--- config.mk ---
export PLATFORM = sky130hd
export DESIGN_NAME = rgc_latency_mon
export DESIGN_NICKNAME = d
export VERILOG_FILES = /design/src/rtl/rgc_pkg.sv /design/src/rtl/rgc_history.sv /design/src/rtl/rgc_ctrl.sv /design/src/rtl/rgc_latency_mon.sv
export SDC_FILE = /design/constraint.sdc
export NUM_CORES = 1
export LEC_CHECK = 0
export BUFFER_PORTS_ARGS = -buffer_cell sky130_fd_sc_hd__buf_4
export CORE_AREA = 2 2 39 41
export CTS_CLUSTER_DIAMETER = 50
export DETAILED_ROUTE_END_ITERATION = 12
export DIE_AREA = 0 0 41 43
export PLACE_DENSITY = 0.33
export SYNTH_ARGS = -nofsm -noshare
export SYNTH_HDL_FRONTEND = slang
export SYNTH_SLANG_ARGS = --single-unit
--- constraint.sdc ---
create_clock -name clk -period 1.5 [get_ports clk]
set_clock_uncertainty 0.1 [all_clocks]
set_input_delay 0.15 -clock clk [delete_from_list [all_inputs] [get_ports clk]]
set_output_delay 0.15 -clock clk [all_outputs]
set_load 0.02 [all_outputs]
--- src/rtl/rgc_pkg.sv ---
package rgc_pkg;
    typedef enum logic [1:0] {
        ST_IDLE  = 2'd0,
        ST_TRACK = 2'd1,
        ST_FAULT = 2'd2
    } mon_state_t;
endpackage

--- src/rtl/rgc_history.sv ---
// Records each request and shifts it toward the top bit, which marks the due cycle.
module rgc_history #(
    parameter int LATENCY = 4
) (
    input  logic clk,
    input  logic rst,
    input  logic req,
    output logic due,
    output logic pending_next
);
    localparam int TOP = LATENCY - 1;

    logic [TOP:0] hist;
    logic [TOP:0] hist_nxt;

    generate
        if (LATENCY == 1) begin : g_single
            assign hist_nxt = req;
        end else begin : g_shift
            assign hist_nxt = {hist[TOP-1:0], req};
        end
    endgenerate

    always_ff @(posedge clk) begin
        if (rst) hist <= '0;
        else     hist <= hist_nxt;
    end

    assign due          = hist[TOP];
    assign pending_next = |hist_nxt;


    hist_reset_chk: assert property (@(posedge clk) rst |=> (hist == '0))
        else $error("history not empty after reset");
endmodule

--- src/rtl/rgc_ctrl.sv ---
// State machine and registered error outputs.
module rgc_ctrl
    import rgc_pkg::*;
(
    input  logic clk,
    input  logic rst,
    input  logic due,
    input  logic gnt,
    input  logic pending_next,
    output logic err_pulse,
    output logic err_sticky
);
    mon_state_t state, state_nxt;
    logic       miss;

    assign miss = due && !gnt;

    always_ff @(posedge clk) begin
        if (rst) state <= ST_IDLE;
        else     state <= state_nxt;
    end

    always_comb begin
        state_nxt = state;
        unique case (state)
            ST_IDLE:  if (pending_next) state_nxt = ST_TRACK;
            ST_TRACK: begin
                if (miss)               state_nxt = ST_FAULT;
                else if (!pending_next) state_nxt = ST_IDLE;
            end
            ST_FAULT: state_nxt = ST_FAULT;
            default:  state_nxt = ST_IDLE;
        endcase
    end

    always_ff @(posedge clk) begin
        if (rst) err_pulse <= 1'b0;
        else     err_pulse <= miss;
    end

    assign err_sticky = (state == ST_FAULT);


    idle_no_due_chk: assert property (@(posedge clk) disable iff (rst)
        (state == ST_IDLE) |-> !due)
        else $error("grant due while monitor idle");


    pulse_sets_sticky_chk: assert property (@(posedge clk) disable iff (rst)
        err_pulse |-> err_sticky)
        else $error("pulse without sticky flag");
endmodule

--- src/rtl/rgc_latency_mon.sv ---
module rgc_latency_mon #(
    parameter int LATENCY = 4
) (
    input  logic clk,
    input  logic rst,
    input  logic req,
    input  logic gnt,
    output logic err_pulse,
    output logic err_sticky
);
    logic due;
    logic pending_next;

    rgc_history #(.LATENCY(LATENCY)) u_hist (
        .clk          (clk),
        .rst          (rst),
        .req          (req),
        .due          (due),
        .pending_next (pending_next)
    );

    rgc_ctrl u_ctrl (
        .clk          (clk),
        .rst          (rst),
        .due          (due),
        .gnt          (gnt),
        .pending_next (pending_next),
        .err_pulse    (err_pulse),
        .err_sticky   (err_sticky)
    );


    granted_no_pulse_chk: assert property (@(posedge clk) disable iff (rst)
        err_pulse |-> !$past(gnt))
        else $error("pulse after a granted cycle");


    sticky_hold_chk: assert property (@(posedge clk) disable iff (rst)
        err_sticky |=> err_sticky)
        else $error("sticky flag dropped without reset");


    reset_clear_chk: assert property (@(posedge clk)
        $fell(rst) |-> (!err_pulse && !err_sticky))
        else $error("outputs not clear after reset");
endmodule

Word level (Yosys, flattened, before mapping)
Cells that the tools add are included.
{"block": "word_totals", "out_inout_bits": 2, "latch_bits": 0, "word_cells": 16, "mem_count": 0, "in_bits": 4, "ramBits": 0, "mem_bits_ro": 0, "register_bits": 7}
{"block": "classes", "order_cmp": 0, "mux": 4, "mul": 0, "n_reduce_logical": 5, "shifts": 0, "div": 0, "bitwise_logic": 0, "addsub": 0, "eq_ne": 4}
{"op": "two-way mux 2 bit", "n": 3}
{"op": "case mux 2 bit (3 select lines)", "n": 1}
{"op": "OR reduction 4 bit", "n": 1}
{"op": "inequality test 3 bit, second input constant", "n": 1}
{"op": "equality test 2 x 1 -> 1 bit, second input constant", "n": 1}
{"op": "equality test 2 bit, second input constant", "n": 1}
{"op": "zero test 2 bit", "n": 1}
{"op": "inequality test 2 x 1 -> 1 bit, second input constant", "n": 1}
{"op": "AND reduction 2 bit", "n": 1}
{"op": "logical AND 1 bit", "n": 1}
{"op": "zero test 1 bit", "n": 1}

Depth between registers and ports, before layout
Gate-level depths: netlist (run 1).
{"block": "logic_depth", "depth_word": 4, "ltp_mapped": 2, "depth_no_buf": 2}

By module
From an unflattened synthesis (run 1), not the netlist that was laid out.
{"block": "hier_totals", "hier_cells": 19, "hier_area_um2": 227.7}
{"mod": "rgc_ctrl", "n_inst": 1, "seq_area_each_um2": 60.1, "area_per_inst_um2": 115.1, "cells_per_inst": 10}
{"mod": "rgc_history", "n_inst": 1, "seq_area_each_um2": 80.1, "area_per_inst_um2": 112.6, "cells_per_inst": 9}

Worst setup path before layout (run 1)
No wires, ideal clock.
{"block": "synth_path", "path_kind": "register to register", "startpoint": "register u_ctrl.state[0]", "endpoint": "register u_ctrl.state[1]", "slack_ns": 0.507, "period_less_slack_ns": 0.993, "setup_ns": 0.117, "stages_incl_launch_ff": 3, "t_arrival_ns": 0.776, "n_path_buf": 0, "required_ns": 1.283, "path_cell_list": "dfxtp_1 > and2b_1 > a22o_1"}
{"block": "synth_between", "word_cells_on_any_way": 7, "cone_classes": "eq/ne (4); mux (1); reduce/logical (2)"}
{"element": "start: declaration", "line_no": "rgc_ctrl.sv:13", "source": "mon_state_t state, state_nxt;"}
{"element": "start signal: assignment", "line_no": "rgc_ctrl.sv:20", "source": "else state <= state_nxt;"}
{"element": "equality test 2 bit"}
{"element": "named net err_sticky", "line_no": "rgc_latency_mon.sv:9", "source": "output logic err_sticky"}
{"element": "case mux 2 bit (3 select lines)", "line_no": "rgc_ctrl.sv:25", "source": "unique case (state)"}
The timed path passes the listed nets, and every way through them passes these cells.
A chain may end at the register's enable or synchronous reset.

Final worst setup path (run 1)
{"block": "layout_path", "startpoint": "register u_ctrl.state[1]", "endpoint": "output err_sticky"}
{"block": "layout_between", "elab_chain_cells": 1}
{"element": "equality test 2 bit", "line_no": "rgc_ctrl.sv:41", "source": "assign err_sticky = (state == ST_FAULT);"}
{"element": "end: declaration", "line_no": "rgc_latency_mon.sv:9"}
No other way between the ends.

==> metrics.txt, run 1 <==
initial antenna violation count=0; Antenna diodes=0; row count=14; sequential-to-total area share from yosys stat=62.57%; First DRT Iteration DRCs=0; register bit count reported by yosys=7; total of max-cap violations=0; H-tree depth=1; FFs w/ async S/R, synth=0%; sw frac=19.63%; Post-Syn Nets=23; clk buf depth=2; CTS Root Cell=clkbuf_4; Gate power share=5.4%; Sum Neg Setup Slack=0 ps; Worst slew margin=75.70%; CTS tree=done; Top FF cell, synth=dfxtp_1; cell area power density=1198 nW/um2; grt ovf=0; Worst-Skew Late Latency=240 ps; total CTS buffers=3; Setup violations, final=0; GRT Overall Usage=5.835%; synth unique cells=10; HP Class=in2reg; Port Buf Inserts=5; Ports=6; required time worst endpoint=1250 ps; outcome=finished, final reports clean; mean post-synth cell area=11.79 um2; CP Data Arrival Time=900 ps; pin count of the biggest net entering global routing=9; post-CTS setup buffer count=0; final worst-path cycle share=76.80%; Die H=43 um; VDD IR max=345.2 uV; Hold Fails Final Rpt=0; most frequent cell after synthesis=dfxtp_1; LEAKAGE=0.1400 nW; Sw Pwr=0.00007477 W; vias per cell=3.533; Chip Width=41 um; measured slew at the worst slew-check pin=361.1 ps; routability cong.=0.6048; core area=1384 um2; vias in the first global route=168; clock-pin slew on the worst setup and hold paths=50 ps; DP Area=281.5 um2; max-slew violations=0; Residual DRC=0; antenna-violating nets left=0; Setup crit end kind=output pin; Synth Cell Area=224.0 um2; synthesis-to-finish area growth=41.90%; die area=1763 um2; most frequent cells after synthesis=7 x dfxtp_1, 4 x nor2b_1; Crit Path Class=reg2out; YS warnings=0; first-pass GRT wire length=614 um; via count=159; Seq pwr share=51.1%; Critical Path Source=u_ctrl.state[1]$_SDFFE_PP0P_; top cell type's share of synthesized area=62.57%; crit path time final=1152 ps; Worst setup SP type=flip-flop; share of post-route cells with drive strength above 1=31.03%; Routed WL=391 um; Filler Cells Inserted=156; final instance area=317.8 um2; post_cts resized=0; non-filler instance count after layout=45; reg-to-reg slack, setup=550 ps; RR Startpoint=u_hist.hist[0]$_SDFF_PP0_; post-placement cell count=40; DR pass1 iterations=1; hold_sp=req; Post-synth EDFFs=0; top post-synthesis cells by area=dfxtp_1 63%, nor2b_1 11%, nor4_2 5.6%, a22o_1 3.9%, and3b_1 3.9%; RSZ-0062 raised after global routing=false; Hold Path Cell Cnt=2; Nets=34; Post-Syn Instances=19; dpl hpwl=292.8 um; fmax=0.8681 GHz; Critical Path Fanout Max=3; Wirelength per Cell=8.689 um; clk sink count=7; clock share of power=43.5%; r2r worst-path depth=2; Initial Utilization=16.18%; design internal power=0.0003061 W; cell taking the most area after synthesis=dfxtp_1; CTS Hold Bufs=1
==> path summary, 6_finish.rpt <==
path                                  end
max reg2reg  u_ctrl.state[0]$_SDFFE_PP0P_
max                            err_sticky
min reg2reg  u_ctrl.state[0]$_SDFFE_PP0P_
min             u_hist.hist[0]$_SDFF_PP0_
==> state kept, by name, indices dropped and copies added (netlist names) <==
register          cells
u_ctrl.err_pulse      1
u_hist.hist           4
u_ctrl.state          2
==> kinds of logic (layout without fill, tap and decap cells) <==
logic type	count (synthesis)	count (layout)	synth area share (%)
flip-flops	7	7	62.57
buffers and inverters	1	11	1.674
AO/OA/AOI/OAI	1	1	3.911
AND/OR/NAND/NOR	10	10	31.84
==> power by group through the flow <==
stage	clock (W)	combinational, W	sequential [W]
2_1_floorplan	0	0.00000802	0.000198
3_3_place_gp	0	0.0000185	0.000198
3_5_place_dp	0	0.0000187	0.000199
4_1_cts	0.000177	0.0000210	0.000195
5_1_grt	0.000185	0.0000230	0.000195
6_report	0.000166	0.0000205	0.000195
==> critical path: stages, from the launching register on <==
cell	delay [ps]
dfxtp_1	360
and2b_1	160
buf_4	140
==> cells in the final DEF (no fill, tap or decap), drive strengths merged <==
cell type,Yosys,final
nor4,2,2
buf,0,5
and2b,1,1
nor3b,1,1
dlygate4sd3,0,1
a22o,1,1
clkbuf,0,4
dfxtp,7,7
inv,1,1
nor2,1,1
and3b,1,1
nor2b,4,4
==> per-layer routing <==
metal	global-route usage, %	wire length (um)	up-vias
met5	0	0	-
met4	8.000	0	0
met3	3.141	51	0
met2	5.625	164	6
met1	7.120	174	68
li1	-	-	85
==> stage by stage <==
stage	power, W	hold WS (ps)	worst slack [ps]	util (%)
6_report	0.0003808	29.53	348.0	22.97
5_1_grt	0.0004030	22.00	275.4	22.97
4_1_cts	0.0003928	21.14	328.4	22.97
3_5_place_dp	0.0002175	227.7	556.9	20.34
3_3_place_gp	0.0002169	224.9	586.9	20.34
2_1_floorplan	0.0002060	121.6	507.4	-
==> cell type report <==
type	count	area, um2	area share (%)
repair buffers	6	47.55	14.96
inverters	1	3.754	1.181
flip-flops and latches	7	140.1	44.09
multi-input cells	11	80.08	25.20
well taps	16	20.02	6.299
clock buffers	4	26.28	8.268
Power figures use the tool's default switching activity.
==> run 2: changes to the inputs <==
ABC_AREA = 1   (was not set)
PLACE_DENSITY = 0.34   (was 0.33)
clock period = 1.1 ns   (was 1.5 ns; I/O delays follow)
==> run 2 against run 1 <==
  * Utilization up 3.2 points
  * Total power up 41%
  * Sequential cell count unchanged
  * Via count up 30%
  * Non-clock buffer count up 2
  * Final area up 14%
  * Register-to-register slack worse by 250 ps
  * Die area unchanged
  * Largest cell class unchanged
  * Largest power group unchanged
==> metrics.txt, run 2 <==
Post-synth EDFFs=0; dpl hpwl=274.1 um; Initial Utilization=17.18%; GRT Overall Usage=6.036%; grt ovf=0; Critical Path Source=u_ctrl.state[1]$_SDFFE_PP0P_; routability cong.=0.6267; required time worst endpoint=890 ps; Antenna diodes=0; YS warnings=0; top flop regs=u_hist.hist (4), u_ctrl.state (2), u_ctrl.err_pulse (1); most frequent cells after synthesis=7 x dfxtp_1, 7 x nor2_1, 6 x nand2_1, 5 x inv_1; GR Util met2=7.813%; critical path, cell by cell=inv_2, nor2_4, buf_6; Die H=43 um; Worst setup SP type=flip-flop; GR Util met3=3.141%; top cell type's share of synthesized area=58.95%; most common cell after layout, fill and taps aside=nor2_1; max-slew violations=0; antenna-violating nets left=0; core area=1384 um2; non-filler instance count after layout=59; synthesis-to-finish area growth=52.11%; fmax=0.9708 GHz; RSZ-0062 raised after global routing=false; Sw Pwr=0.0001148 W; Critical Path Fanout Max=2; r2r worst-path depth=3; mean post-synth cell area=7.669 um2; pin count of the biggest net entering global routing=8; most frequent cells in the layout=7 x nor2_1, 6 x nand2_1, 6 x dfxtp_1; First DRT Iteration DRCs=10; die area=1763 um2; Nets=48; met1 Use GR=6.472%; Gate power share=7.2%; CP max stage delay=330 ps; crit path time final=1030 ps; Setup violations, final=0; measured slew at the worst slew-check pin=134.9 ps; Residual DRC=0; first-pass GRT wire length=669 um; Top FF cell, synth=dfxtp_1; Crit Path Class=reg2out; Ports=6; cell area power density=1483 nW/um2; Critical Path Sink=err_sticky; Post-Syn Nets=35; total CTS buffers=3; via count=206; design internal power=0.0004216 W; vias per cell=3.492; FFs w/ async S/R, synth=0%; cell taking the most area after synthesis=dfxtp_1; row count=14; Hold Path Cell Cnt=2; vias in the first global route=186; outcome=finished, final reports clean; Most flops, register=u_hist.hist; post-placement cell count=52; H-tree depth=1; Chip Width=41 um; Hold Fails Final Rpt=0; share of post-route cells with drive strength above 1=30.23%; Synth Cell Area=237.7 um2; reg-to-reg slack, setup=300 ps; r2r endpoint=u_ctrl.state[0]$_SDFFE_PP0P_; clock share of power=43.1%; VDD IR max=422.4 uV; sw frac=21.41%; clock-pin slew on the worst setup and hold paths=50 ps; HP Class=reg2reg; Post-Syn Instances=31; CP Data Arrival Time=820 ps; Sum Neg Setup Slack=0 ps; register bit count reported by yosys=7; Worst slew margin=90.99%; Seq pwr share=49.7%; top post-synthesis cells by area=dfxtp_1 59%, nor2_1 11%, nand2_1 9.5%, inv_1 7.9%, nor2_2 5.3%; final worst-path cycle share=93.64%; Routed WL=400 um; initial antenna violation count=0; CTS tree=done; RR Startpoint=u_ctrl.state[0]$_SDFFE_PP0P_; total of max-cap violations=0; sequential-to-total area share from yosys stat=58.95%; LEAKAGE=0.1722 nW; DR pass1 iterations=4; Largest register FFs=4; Worst-Skew Late Latency=250 ps; Slowest cell on crit path=dfxtp_2; CTS Root Cell=clkbuf_4; clk sink count=7; clk buf depth=2; Port Buf Inserts=5; Wirelength per Cell=6.780 um; GRT busiest layer=met2; synth unique cells=8; Setup crit end kind=output pin; Filler Cells Inserted=152
[run 2: changes by cell type in the layout (fill, tap and decap cells not counted), sizes merged, moves of 2 or more]
| cell | delta |
|---|---|
| dlygate4sd3 | +2 |
| inv | +6 |
| nand2 | +6 |
| nor2 | +8 |
| nor2b | -4 |
| nor4 | -2 |
[run 2: layer usage]
metal	share of wire [%]	routed length (um)
met1	47	189
met2	44	177
met3	8.0	32
met4	0	0
met5	0	0
[run 2: area by class of cell]
class,instances,area [um2],share of cell area [%]
inverter,7,26.28,7.266
multi-input combinational,17,76.32,21.11
tap,16,20.02,5.536
sequential,7,141.4,39.10
timing repair buffer,8,71.32,19.72
clock buffer,4,26.28,7.266
[run 2: power by group through the flow]
stage	clock network [W]	registers, W	logic [W]
after global placement	0	0.000271	0.0000296
after floorplan	0	0.000270	0.0000158
after detailed placement	0	0.000271	0.0000303
after CTS	0.000249	0.000265	0.0000387
final	0.000231	0.000266	0.0000385
after global routing	0.000261	0.000267	0.0000443
[run 2: logic make-up (layout without fill, tap and decap cells)]
logic type | after synthesis | in the layout | share of synthesized area (%)
DFF | 7 | 7 | 58.95
AOI/OAI and AO/OA | 1 | 1 | 2.103
and+or+nand+nor | 16 | 16 | 27.89
buffers and inverters | 7 | 19 | 11.05
[run 2: worst min path at each step]
stage                              start                          end  slack [ps]
2_1_floorplan                        rst  u_ctrl.err_pulse$_SDFF_PP0_          80
3_3_place_gp                         req    u_hist.hist[0]$_SDFF_PP0_         230
3_5_place_dp                         req    u_hist.hist[0]$_SDFF_PP0_         230
4_1_cts        u_hist.hist[0]$_SDFF_PP0_    u_hist.hist[1]$_SDFF_PP0_         330
5_1_grt        u_hist.hist[3]$_SDFF_PP0_  u_ctrl.err_pulse$_SDFF_PP0_         350
6_report       u_hist.hist[0]$_SDFF_PP0_    u_hist.hist[1]$_SDFF_PP0_         320
[run 2: per-stage QoR]
step                      area [um2]  hold WS, ps  setup slack, ps  utilization, %  total power [W]
after floorplan                237.7        81.51            229.2               -        0.0002862
after global placement         295.3        228.8            299.5           21.34        0.0003003
after detailed placement       295.3        234.1            280.6           21.34        0.0003011
after CTS                      351.6        328.0            1.370           25.41        0.0005534
after global routing           361.6        352.3            22.76           26.13        0.0005724
final                          361.6        324.0            69.91           26.13        0.0005364
[run 2: critical path, delay by kind of cell (launching register included)]
| family | cells | cell delay (ps) |
|---|---|---|
| buffers and inverters | 2 | 170 |
| flip-flops | 1 | 330 |
| AND/OR/NAND/NOR | 1 | 80 |
[run 2: timing repair]
item,in CTS,in global routing
setup endpoints to repair,0,1
endpoints found under the hold margin,5,0
hold buffers,3,0
resized for setup,0,3
setup buffers,0,0
